File: src/rtl/raster_irq_pkg.sv
package raster_irq_pkg;

    localparam int unsigned DEF_LINES_PER_IRQ = 52;
    localparam int unsigned DEF_RESYNC_DELAY  = 2;
    localparam int unsigned DEF_RESYNC_LIMIT  = 32;
    localparam int unsigned DEF_ACK_BIT       = 5;

    // Decoded sync events for one clock
    typedef struct packed {
        logic line_end;     // hsync falling edge
        logic frame_start;  // vsync rising edge
    } sync_evt_t;

    // Value of a vector with one bit forced low
    function automatic logic [31:0] drop_bit(input logic [31:0] v, input int unsigned pos);
        logic [31:0] r;
        r      = v;
        r[pos] = 1'b0;
        return r;
    endfunction

endpackage

File: src/rtl/rirq_edge_det.sv
module rirq_edge_det #(
    parameter int unsigned N = 2
) (
    input  logic         clk,
    input  logic         rst,
    input  logic [N-1:0] level,
    output logic [N-1:0] rise,
    output logic [N-1:0] fall
);
    logic [N-1:0] prev_q;

    always_ff @(posedge clk) begin
        if (rst) prev_q <= '0;
        else     prev_q <= level;
    end

    for (genvar i = 0; i < N; i++) begin : g_bit
        assign rise[i] = level[i] & ~prev_q[i];
        assign fall[i] = ~level[i] & prev_q[i];


        fall_follows_high_chk: assert property (@(posedge clk) disable iff (rst)
            fall[i] |-> $past(level[i]) || $past(rst));
    end
endmodule

File: src/rtl/rirq_resync.sv
module rirq_resync
    import raster_irq_pkg::*;
#(
    parameter int unsigned RESYNC_DELAY = DEF_RESYNC_DELAY
) (
    input  logic      clk,
    input  logic      rst,
    input  sync_evt_t evt,
    output logic      fire
);
    localparam int unsigned DLY_W = $clog2(RESYNC_DELAY + 1);

    logic [DLY_W-1:0] dly_q;

    assign fire = evt.line_end && (dly_q == DLY_W'(1));

    always_ff @(posedge clk) begin
        if (rst) begin
            dly_q <= '0;
        end else if (evt.frame_start) begin
            dly_q <= DLY_W'(RESYNC_DELAY);
        end else if (evt.line_end && dly_q != '0) begin
            dly_q <= dly_q - 1'b1;
        end
    end


    delay_load_chk: assert property (@(posedge clk) disable iff (rst)
        evt.frame_start |=> dly_q == DLY_W'(RESYNC_DELAY));


    delay_hold_chk: assert property (@(posedge clk) disable iff (rst)
        !evt.frame_start && !evt.line_end |=> $stable(dly_q));
endmodule

File: src/rtl/rirq_line_div.sv
module rirq_line_div
    import raster_irq_pkg::*;
#(
    parameter int unsigned LINES_PER_IRQ = DEF_LINES_PER_IRQ,
    parameter int unsigned RESYNC_LIMIT  = DEF_RESYNC_LIMIT,
    parameter int unsigned ACK_BIT       = DEF_ACK_BIT
) (
    input  logic clk,
    input  logic rst,
    input  logic line_end,
    input  logic resync,
    input  logic ack,
    input  logic soft_clr,
    output logic wrap,
    output logic below_limit
);
    localparam int unsigned CNT_W = $clog2(LINES_PER_IRQ + 1);

    logic [CNT_W-1:0] cnt_q;
    logic [CNT_W-1:0] base;
    logic [CNT_W-1:0] stepped;
    logic [CNT_W-1:0] settled;
    logic [31:0]      masked;

    always_comb begin
        masked      = drop_bit(32'(cnt_q), ACK_BIT);
        base        = ack ? masked[CNT_W-1:0] : cnt_q;
        stepped     = line_end ? base + 1'b1 : base;
        wrap        = line_end && (stepped == CNT_W'(LINES_PER_IRQ));
        settled     = wrap ? '0 : stepped;
        below_limit = settled < CNT_W'(RESYNC_LIMIT);
    end

    always_ff @(posedge clk) begin
        if (rst)                    cnt_q <= '0;
        else if (soft_clr || resync) cnt_q <= '0;
        else                        cnt_q <= settled;
    end


    count_range_chk: assert property (@(posedge clk) disable iff (rst)
        cnt_q < CNT_W'(LINES_PER_IRQ));


    soft_clear_chk: assert property (@(posedge clk) disable iff (rst)
        soft_clr |=> cnt_q == '0);


    resync_clear_chk: assert property (@(posedge clk) disable iff (rst)
        resync |=> cnt_q == '0);


    idle_hold_chk: assert property (@(posedge clk) disable iff (rst)
        !line_end && !ack && !soft_clr && !resync |=> $stable(cnt_q));
endmodule

File: src/rtl/rirq_flag.sv
module rirq_flag (
    input  logic clk,
    input  logic rst,
    input  logic set,
    input  logic clr,
    output logic req
);
    always_ff @(posedge clk) begin
        if (rst)      req <= 1'b0;
        else if (set) req <= 1'b1;
        else if (clr) req <= 1'b0;
    end


    level_hold_chk: assert property (@(posedge clk) disable iff (rst)
        req && !clr |=> req);


    ack_clear_chk: assert property (@(posedge clk) disable iff (rst)
        clr && !set |=> !req);


    set_visible_chk: assert property (@(posedge clk) disable iff (rst)
        set |=> req);
endmodule

File: src/rtl/raster_irq_gen.sv
module raster_irq_gen
    import raster_irq_pkg::*;
#(
    parameter int unsigned LINES_PER_IRQ = DEF_LINES_PER_IRQ,
    parameter int unsigned RESYNC_DELAY  = DEF_RESYNC_DELAY,
    parameter int unsigned RESYNC_LIMIT  = DEF_RESYNC_LIMIT,
    parameter int unsigned ACK_BIT       = DEF_ACK_BIT
) (
    input  logic clk,
    input  logic rst,
    input  logic hsync_in,
    input  logic vsync_in,
    input  logic irq_ack,
    input  logic line_cnt_clr,
    output logic irq_req
);
    logic [1:0] rise;
    logic [1:0] fall;
    sync_evt_t  evt;
    logic       resync;
    logic       wrap;
    logic       below_limit;

    rirq_edge_det #(.N(2)) u_edges (
        .clk   (clk),
        .rst   (rst),
        .level ({vsync_in, hsync_in}),
        .rise  (rise),
        .fall  (fall)
    );

    assign evt.line_end    = fall[0];
    assign evt.frame_start = rise[1];

    rirq_resync #(.RESYNC_DELAY(RESYNC_DELAY)) u_resync (
        .clk  (clk),
        .rst  (rst),
        .evt  (evt),
        .fire (resync)
    );

    rirq_line_div #(
        .LINES_PER_IRQ (LINES_PER_IRQ),
        .RESYNC_LIMIT  (RESYNC_LIMIT),
        .ACK_BIT       (ACK_BIT)
    ) u_div (
        .clk         (clk),
        .rst         (rst),
        .line_end    (evt.line_end),
        .resync      (resync),
        .ack         (irq_ack),
        .soft_clr    (line_cnt_clr),
        .wrap        (wrap),
        .below_limit (below_limit)
    );

    rirq_flag u_flag (
        .clk (clk),
        .rst (rst),
        .set (wrap || (resync && below_limit)),
        .clr (irq_ack),
        .req (irq_req)
    );


    reset_clear_chk: assert property (@(posedge clk)
        rst |=> !irq_req);


    no_spurious_chk: assert property (@(posedge clk) disable iff (rst)
        !irq_req && !evt.line_end |=> !irq_req);
endmodule

File: config.mk
export PLATFORM = sky130hd
export DESIGN_NAME = raster_irq_gen
export DESIGN_NICKNAME = d
export VERILOG_FILES = /design/src/rtl/raster_irq_pkg.sv /design/src/rtl/rirq_edge_det.sv /design/src/rtl/rirq_resync.sv /design/src/rtl/rirq_line_div.sv /design/src/rtl/rirq_flag.sv /design/src/rtl/raster_irq_gen.sv
export SDC_FILE = /design/constraint.sdc
export NUM_CORES = 1
export LEC_CHECK = 0
export BUFFER_PORTS_ARGS = -buffer_cell sky130_fd_sc_hd__buf_2
export CORE_AREA = 2 2 41 43
export CTS_CLUSTER_SIZE = 8
export DETAILED_ROUTE_END_ITERATION = 12
export DIE_AREA = 0 0 43 45
export HOLD_SLACK_MARGIN = 0.08
export PLACE_DENSITY_LB_ADDON = 0.15
export SYNTH_ARGS = -nofsm -noshare
export SYNTH_HDL_FRONTEND = slang
export SYNTH_SLANG_ARGS = --single-unit
export TNS_END_PERCENT = 5
File: constraint.sdc
create_clock -name clk -period 2.1 [get_ports clk]
set_clock_uncertainty 0.1 [all_clocks]
set_input_delay 0.42 -clock clk [delete_from_list [all_inputs] [get_ports clk]]
set_output_delay 0.42 -clock clk [all_outputs]
set_load 0.01 [all_outputs]
==> flow_summary.toml <==
[routing]
wl_per_cell_um = 10.9
drcViolationCount = 0
ant_nets = 0
vias = 438
drtIter0Drc = 6
viasPerCell = 5.03
drt-total-wl_um = 950
first_pass_iters = 4

[clock_tree]
numCtsBuffers = 3
cts.clk_slew.worst_paths_ps = 70
post_cts_buffers = 0
cts_resized = 0
hold_buffers = 0
clockBufferDepth = 2
cts_tree = "yes"
clkLatencyLatePin_ps = 260
root_buffer = "clkbuf_4"
cts_num_sinks = 11
htreeDepth = 1

[cells_and_area]
nNetsFinal = 81
layout-drive-gt1-share = 0.169
instances_no_fill = 87
area_growth_pct = 13.7
diodes = 0
finalCoreUtilization = 0.429

[placed_design]
place_inst = 83
gp_congestion = 0.768
hpwl_um = 740
port_buffers = 6

[yosys]
ys_ff_latch = 11
synthDominantCellAreaShare = 0.396
yosysTopAreaCell = "dfxtp_1"
ys_types = 25
async_flop_share = 0
yosys-top-cells-area = "dfxtp_1 (40%), xnor2_1 (7.9%), ha_1 (6.8%)"
yosysSeqAreaShare = 0.396
avgSynthCellArea_um2 = 9.11
syn-num-nets = 70
synth-edff-count = 0
synth.most_common_cell = "dfxtp_1"
syn_inst = 61
yosys_warnings = 0
synthFlopType = "dfxtp_1"
synth_area_um2 = 556
synthTopCellsByCount = "dfxtp_1 (11), nor2_1 (6), nand2_1 (5), xnor2_1 (5), nor2b_1 (4)"

[flow_run]
cap_violations = 0

[pwr]
p_leak_nw = 0.237
power_density_nw_per_um2 = 610
max-vdd-ir-drop_mv = 0.260

[floorplanning]
die_x_um = 43
core_um2 = 1470
dieArea_um2 = 1940
die_y_um = 45
rows = 14
ios = 7
initial_core_util = 0.378

[critical_path]
arrival_ps = 1680
worstPathRequired_ps = 2140
crit_family = "compound AO/OA/AOI/OAI gates"
critical_path.endpoint_type = "flop"
start_kind = "flop"
path_cells = "nor2b_1 -> buf_4 -> a211oi_1 -> a31oi_1 -> o41ai_2 -> nor2_1"
crit_slowest_cell = "o41ai_2"
critPathBufInv = 1
crit_path_max_incr_delay_ps = 430
cp_max_fo = 8
crit_type = "flop to flop"

[timing]
setup_viol = 0
rsz0062_at_grt = "no"
finalHoldViolCount = 0
post-route-period-util = 0.780
relSlewSlack = 0.667
slew_viol_final = 0
fmax_mhz = 611
worst_pin_slew_ps = 494
fin_crit_ps = 1640
tns_ps = 0

[global_routing]
grt_pass1_vias = 420
grtUsageTotal = 0.127
grt_max_degree = 9
antenna_found_initial = 0
grt_overflow = 0
grt_first_pass_wirelength_mm = 1.76

[worst_hold_path]
hp-class = "input pin to flop"

[outcome]
outcome = "finished clean"
## worst paths after layout
path | from | end | cells after the start | slack, ps
worst min-delay path | vsync_in | u_edges.prev_q[1] | 2 | 280
worst min register to register | u_edges.prev_q[1] | u_resync.dly_q[1] | 2 | 410
worst max register to register | u_edges.prev_q[0] | u_div.cnt_q[1] | 6 | 460
worst max-delay path | u_edges.prev_q[0] | u_div.cnt_q[1] | 6 | 460
## through the flow
step	cell area, µm²	hold WS (ps)	setup slack (ps)	power (W)
floorplan	556	372	501	0.000235
global placement	606	398	293	0.000245
detailed placement	606	405	262	0.000245
CTS	632	285	433	0.000390
global route	632	293	313	0.000405
finish	632	281	463	0.000385
## placed cells by master, fill, tap and decap left out
master | Yosys | layout
clkbuf_4 | 1 | 3
nor3_1 | 1 | 1
o22a_1 | 1 | 1
and3_1 | 1 | 1
nand2_1 | 5 | 5
ha_1 | 3 | 3
a211oi_1 | 1 | 1
xor2_1 | 3 | 3
o41ai_2 | 1 | 1
nand4_1 | 1 | 1
nor2b_1 | 4 | 4
inv_1 | 2 | 2
a31oi_1 | 2 | 2
and2_1 | 2 | 2
a21oi_1 | 2 | 2
buf_2 | 0 | 6
o21ai_0 | 1 | 1
nand3_1 | 2 | 2
buf_4 | 0 | 1
nor3b_1 | 1 | 1
nand2b_1 | 2 | 2
and2_4 | 1 | 1
or4_1 | 1 | 1
xnor2_1 | 5 | 5
mux2i_1 | 1 | 1
nor2_1 | 6 | 6
dfxtp_1 | 11 | 11
clkbuf_1 | 0 | 1
## state kept, by name (all words and copies together) (netlist names)
signal,cells
u_flag.req,1
u_resync.dly_q,2
u_div.cnt_q,6
u_edges.prev_q,2
## where the power goes
part           switching [W]  total (W)  leakage, nW  internal, W
clock network      0.0000714   0.000145       0.0150    0.0000734
logic              0.0000130  0.0000257        0.133    0.0000127
registers         0.00000189   0.000215       0.0895     0.000213
total              0.0000863   0.000385        0.237     0.000299
## cells by family (layout without fill, tap and decap cells)
kind of cell               after synthesis  in the layout  share of synthesized area
xor gates and xnor gates                 8              8                      0.126
adders and majority gates                3              3                     0.0676
DFF                                     11             11                      0.396
and+or+nand+nor                         27             27                      0.257
buffers and inverters                    3             13                     0.0270
muxes                                    1              1                     0.0180
AOI/OAI and AO/OA                        8              8                      0.108
## final cells by class
class	count	area [µm²]
well taps	16	20.0
inverters	2	7.51
multi-input cells	47	320
flip-flops and latches	11	220
clock buffers	4	26.3
repair buffers	7	37.5
fillers	165	840
## metal layers
metal	up-vias	part of all wire	track usage
met5	-	0	0
met4	0	0.018	0.0727
met3	4	0.047	0.0400
met2	10	0.44	0.194
met1	198	0.49	0.158
li1	226	-	-
(Power assumes the default switching activity.)
